## config.mk

```make
export PLATFORM = sky130hd
export DESIGN_NAME = hs_stage_ctrl
export DESIGN_NICKNAME = d
export VERILOG_FILES = /design/src/rtl/hs_stage_pkg.sv /design/src/rtl/hs_hold_reg.sv /design/src/rtl/hs_stage_fsm.sv /design/src/rtl/hs_stage_ctrl.sv
export SDC_FILE = /design/constraint.sdc
export NUM_CORES = 1
export LEC_CHECK = 0
export BUFFER_PORTS_ARGS = -buffer_cell sky130_fd_sc_hd__buf_4
export CORE_ASPECT_RATIO = 1.1
export CORE_MARGIN = 1.5
export CORE_UTILIZATION = 52
export DETAILED_ROUTE_END_ITERATION = 8
export PLACE_DENSITY_LB_ADDON = 0.08
export REMOVE_ABC_BUFFERS = 1
export SETUP_SLACK_MARGIN = 0.4
export SYNTH_ARGS = -nofsm -noshare
export SYNTH_HDL_FRONTEND = slang
export SYNTH_SLANG_ARGS = --single-unit
```

## constraint.sdc

```tcl
create_clock -name clk -period 5.3 [get_ports clk]
set_input_delay 0.265 -clock clk [delete_from_list [all_inputs] [get_ports clk]]
set_output_delay 0.265 -clock clk [all_outputs]
set_load 0.1 [all_outputs]
```

## src/rtl/hs_stage_pkg.sv

```systemverilog
package hs_stage_pkg;

    typedef enum logic [2:0] {
        PH_IDLE    = 3'd0,
        PH_BUSY    = 3'd1,
        PH_OFFER   = 3'd2,
        PH_GRANT   = 3'd3,
        PH_DRAIN   = 3'd4,
        PH_RELEASE = 3'd5
    } phase_e;

    typedef struct packed {
        logic req;
        logic done;
        logic ack;
    } hs_in_t;

    typedef struct packed {
        logic start;
        logic oreq;
        logic iack;
    } hs_out_t;

    function automatic hs_out_t drive_of(phase_e p);
        hs_out_t o;
        o = '0;
        case (p)
            PH_BUSY:    o = '{start: 1'b1, oreq: 1'b0, iack: 1'b0};
            PH_OFFER:   o = '{start: 1'b1, oreq: 1'b1, iack: 1'b0};
            PH_GRANT:   o = '{start: 1'b1, oreq: 1'b1, iack: 1'b1};
            PH_DRAIN:   o = '{start: 1'b0, oreq: 1'b1, iack: 1'b1};
            PH_RELEASE: o = '{start: 1'b0, oreq: 1'b0, iack: 1'b1};
            default:    o = '0;
        endcase
        return o;
    endfunction

    // Inputs that must hold a level while another event is awaited.
    function automatic logic order_fault(phase_e p, hs_in_t i);
        case (p)
            PH_IDLE:    return i.done | i.ack;
            PH_BUSY:    return ~i.req | i.ack;
            PH_OFFER:   return ~i.req | ~i.done;
            PH_GRANT:   return ~i.done | ~i.ack;
            PH_DRAIN:   return i.req | ~i.ack;
            PH_RELEASE: return i.req | i.done;
            default:    return 1'b0;
        endcase
    endfunction

    function automatic logic event_seen(phase_e p, hs_in_t i);
        case (p)
            PH_IDLE:    return i.req;
            PH_BUSY:    return i.done;
            PH_OFFER:   return i.ack;
            PH_GRANT:   return ~i.req;
            PH_DRAIN:   return ~i.done;
            PH_RELEASE: return ~i.ack;
            default:    return 1'b1;
        endcase
    endfunction

    function automatic phase_e next_of(phase_e p);
        case (p)
            PH_IDLE:  return PH_BUSY;
            PH_BUSY:  return PH_OFFER;
            PH_OFFER: return PH_GRANT;
            PH_GRANT: return PH_DRAIN;
            PH_DRAIN: return PH_RELEASE;
            default:  return PH_IDLE;
        endcase
    endfunction

endpackage

```

## src/rtl/hs_hold_reg.sv

```systemverilog
module hs_hold_reg #(
    parameter int WIDTH = 8
) (
    input  logic             clk,
    input  logic             rst,
    input  logic             load,
    input  logic [WIDTH-1:0] d,
    output logic [WIDTH-1:0] q
);
    always_ff @(posedge clk) begin
        if (rst)       q <= '0;
        else if (load) q <= d;
    end
endmodule

```

## src/rtl/hs_stage_fsm.sv

```systemverilog
module hs_stage_fsm
    import hs_stage_pkg::*;
(
    input  logic    clk,
    input  logic    rst,
    input  hs_in_t  ins,
    output hs_out_t outs,
    output logic    cap_operand,
    output logic    cap_result,
    output logic    fault_q
);
    phase_e ph_q, ph_d;
    logic   fault, step;

    always_comb begin
        fault = order_fault(ph_q, ins);
        step  = !fault && event_seen(ph_q, ins);
        ph_d  = step ? next_of(ph_q) : ph_q;
    end

    always_ff @(posedge clk) begin
        if (rst) begin
            ph_q    <= PH_IDLE;
            fault_q <= 1'b0;
        end else begin
            ph_q    <= ph_d;
            fault_q <= fault;
        end
    end

    assign outs        = drive_of(ph_q);
    assign cap_operand = step && (ph_q == PH_IDLE);
    assign cap_result  = step && (ph_q == PH_BUSY);

    AST_START_AFTER_REQ: assert property (@(posedge clk) disable iff (rst)
        $rose(outs.start) |-> $past(ins.req));
    AST_OREQ_AFTER_DONE: assert property (@(posedge clk) disable iff (rst)
        $rose(outs.oreq) |-> $past(ins.done) && outs.start);
    AST_IACK_AFTER_OACK: assert property (@(posedge clk) disable iff (rst)
        $rose(outs.iack) |-> $past(ins.ack) && outs.oreq);
    AST_START_FALL: assert property (@(posedge clk) disable iff (rst)
        $fell(outs.start) |-> !$past(ins.req) && outs.oreq && outs.iack);
    AST_OREQ_FALL: assert property (@(posedge clk) disable iff (rst)
        $fell(outs.oreq) |-> !$past(ins.done) && !outs.start);
    AST_IACK_FALL: assert property (@(posedge clk) disable iff (rst)
        $fell(outs.iack) |-> !$past(ins.ack) && !outs.oreq);
    AST_FAULT_FREEZE: assert property (@(posedge clk) disable iff (rst)
        fault_q |-> $stable(outs));
endmodule

```

## src/rtl/hs_stage_ctrl.sv

```systemverilog
module hs_stage_ctrl
    import hs_stage_pkg::*;
#(
    parameter int DATA_W = 8
) (
    input  logic              clk,
    input  logic              rst,
    input  logic              in_req,
    input  logic [DATA_W-1:0] in_data,
    output logic              in_ack,
    output logic [DATA_W-1:0] dp_operand,
    output logic              dp_start,
    input  logic              dp_done,
    input  logic [DATA_W-1:0] dp_result,
    output logic              out_req,
    input  logic              out_ack,
    output logic [DATA_W-1:0] out_data,
    output logic              proto_err
);
    hs_in_t  ins;
    hs_out_t outs;
    logic    cap_operand, cap_result;

    assign ins = '{req: in_req, done: dp_done, ack: out_ack};

    hs_stage_fsm u_fsm (
        .clk         (clk),
        .rst         (rst),
        .ins         (ins),
        .outs        (outs),
        .cap_operand (cap_operand),
        .cap_result  (cap_result),
        .fault_q     (proto_err)
    );

    hs_hold_reg #(.WIDTH(DATA_W)) u_operand_reg (
        .clk  (clk),
        .rst  (rst),
        .load (cap_operand),
        .d    (in_data),
        .q    (dp_operand)
    );

    hs_hold_reg #(.WIDTH(DATA_W)) u_result_reg (
        .clk  (clk),
        .rst  (rst),
        .load (cap_result),
        .d    (dp_result),
        .q    (out_data)
    );

    assign dp_start = outs.start;
    assign out_req  = outs.oreq;
    assign in_ack   = outs.iack;

    AST_OPERAND_HELD: assert property (@(posedge clk) disable iff (rst)
        (dp_start && $past(dp_start)) |-> $stable(dp_operand));
    AST_RESULT_HELD: assert property (@(posedge clk) disable iff (rst)
        ((out_req || in_ack) && $past(out_req || in_ack)) |-> $stable(out_data));
    AST_ERR_KEEPS_DATA: assert property (@(posedge clk) disable iff (rst)
        proto_err |-> $stable(dp_operand) && $stable(out_data));
endmodule

```

==> run summary <==
top-count cell post-synth: nand2_1
sequential share of the synthesized area: 0.348
clock latency on the worst-skew pair: 290 ps
Remaining DRCs: 0
Post-synth ARST share: 0
per-cell routed wire length: 12.3 µm
row count: 17
area grow syn2layout: 30.0%
worst path bufs/invs: 0
antenna cells: 0
status: finished, final reports clean
Unique masters post-synth: 31
Congestion Overflow GR: 0
Setup TNS: 0 ps
WP data required: 5530 ps
Cell Area, Synth: 1150 µm²
first-pass GRT wire length: 3.97 mm
CP delay by family, top: simple AND/OR/NAND/NOR gates
Final period util: 0.463
vias in the first global route: 976
Synth Area in Adders: 0.0435
initial antenna violation count: 0
Max Slew Vio Count: 0
crit path DAT: 2680 ps
top_reg_cell synth: dfxtp_1
unrepaired setup endpoints after global routing: false
XOR/XNOR Fraction of Synth Area: 0
TritonCTS clock tree: yes
Initial Utilization: 0.564
critical-path cell list: or3b_4 > a211oi_4 > nor2_2 > nor4_4 > mux2i_1
Clock Skews: 1.60 ps
Worst Max-Slew Pin Slew: 857 ps
gr usage total: 0.218
dpl cells: 197
number of synthesized flops with an enable pin: 0
# IOs: 41
final count of hold timing violations: 0
Final min period: 2450 ps
post-synthesis mux area share: 0.176
# clock sinks: 20
drt first-iter violations: 34
die height: 52.3 µm
die footprint: 2510 µm²
commonest cells in the netlist: nand2_1 (41), dfxtp_1 (20), mux2i_1 (18)
top post-synthesis cells by area: dfxtp_1 (35%), mux2i_1 (16%), nand2_1 (13%), ha_1 (4.3%), inv_1 (2.6%)
Die X: 47.9 µm
CTS clk-pin slew, worst paths: 110 ps
DRT Pass-1 Iters: 4
core area: 2040 µm²
Post-CTS Setup Inserts: 0
Yosys top cell by area: dfxtp_1
largest net degree at the start of global routing: 34
Worst Path Class, Setup: register to register
Max VDD drop: 270 µV
Max Fclk: 0.408 GHz
Pleak: 0.634 nW
total CTS buffers: 3
cts repair resizes: 0
Rel. slew slack: 0.428
Final setup viols: 0
Crit-path slowest cell: nor4_4
Startpoint Class: register
via count: 1072
CP endpoint kind: register
slowest stage delay, CP: 650 ps
Yosys reg bits: 20
Finished Layout Cells: 201
Area after DPL: 1460 µm²
power per standard cell area: 399 nW/µm²
max cap viols: 0
layout cells sized above 1: 0.306
Synth warnings: 0
CTS HTree Levels: 1
CTS root buf: clkbuf_4
I/O Buffers: 40
CP Max Fanout: 14
class of the worst hold path: primary input to register
Yosys top cell area share: 0.348
DRT Wirelength: 2.47 mm
via/cell ratio: 5.33
largest family of logic cells by synthesized area: simple AND/OR/NAND/NOR gates
Mapped Cells: 135
Clock Path Buffers: 2
hold buffer count at cts: 0
post-route cell area: 1500 µm²
Simple-Gate Fraction of Synth Area: 0.265
Avg Cell Area, Syn: 8.53 µm²
Compound-Gate Fraction of Synth Area: 0.118
placed wire-length estimate: 1.90 mm
Net count, final: 199
Final ANT Viol Nets: 0
GPL Wtd Cong: 0.769
total power draw: 0.598 mW
registers in the layout, summed over array words and instances (netlist names):
register and cells:
u_operand_reg.q 8, u_result_reg.q 8, u_fsm.ph_q 3, u_fsm.fault_q 1
power by group:
| group | switching (mW) | internal (mW) |
|---|---|---|
| clock network | 0.0454 | 0.0418 |
| logic | 0.222 | 0.0913 |
| registers | 0.0274 | 0.170 |
stage by stage:
stage | worst slack, ps | util | hold slack [ps]
2_1_floorplan | 1810 | - | 334
3_3_place_gp | 3000 | 0.715 | 442
3_5_place_dp | 2860 | 0.715 | 452
4_1_cts | 2840 | 0.733 | 146
5_1_grt | 2700 | 0.733 | 138
6_report | 2850 | 0.733 | 158
placed cells by master, fill, tap and decap left out:
master and instances:
mux2i_1 18, or4b_1 1, or3_1 1, or3b_4 1, clkbuf_4 3, o31ai_1 2
nor2_1 5, a211oi_2 1, or4_1 1, o311ai_0 1, nor3_1 1, dfxtp_1 20
clkbuf_8 1, a21oi_1 2, nor4_4 1, ha_1 4, nand3_1 1, inv_1 8
a311o_1 1, nor4bb_1 1, a211oi_4 1, and4b_1 1, nand3b_1 2, mux2_2 2
nor4b_1 1, nor2_2 1, o21ai_0 5, buf_4 40, a31oi_1 3, o32ai_2 1
nor3_4 1, nand2_1 41
cell families (layout without fill, tap and decap cells):
| kind of cell | Yosys count | after routing |
|---|---|---|
| mux | 20 | 20 |
| simple gates | 60 | 60 |
| flops | 20 | 20 |
| compound gates | 17 | 17 |
| fa+ha+maj | 4 | 4 |
| buf+inv | 14 | 52 |
path summary, 6_finish.rpt:
path / startpoint / end / slack, ps / cells after the start
setup reg to reg: u_fsm.ph_q[0] / u_operand_reg.q[2] / 2850 / 5
hold / removal: rst / u_fsm.fault_q / 160 / 2
hold reg to reg: u_result_reg.q[7] / u_result_reg.q[7] / 470 / 2
setup / recovery: u_fsm.ph_q[0] / u_operand_reg.q[2] / 2850 / 5
layer usage:
metal | part of all wire | routed length [µm] | track usage | vias to the layer above
li1 | - | - | - | 540
met1 | 0.46 | 1140 | 0.264 | 508
met2 | 0.50 | 1240 | 0.380 | 24
met3 | 0.036 | 89 | 0.0586 | 0
met4 | 0 | 0 | 0.0315 | 0
met5 | 0 | 0 | 0 | -
area by class of cell:
| cell class | count | area (µm²) |
|---|---|---|
| Clock buffer | 4 | 36.3 |
| Multi-Input combinational cell | 101 | 694 |
| Sequential cell | 20 | 400 |
| Tap cell | 28 | 35.0 |
| Inverter | 8 | 30.0 |
| Fill cell | 174 | 546 |
| Timing Repair Buffer | 40 | 300 |
Note: power is estimated with default switching activity, not from simulation.
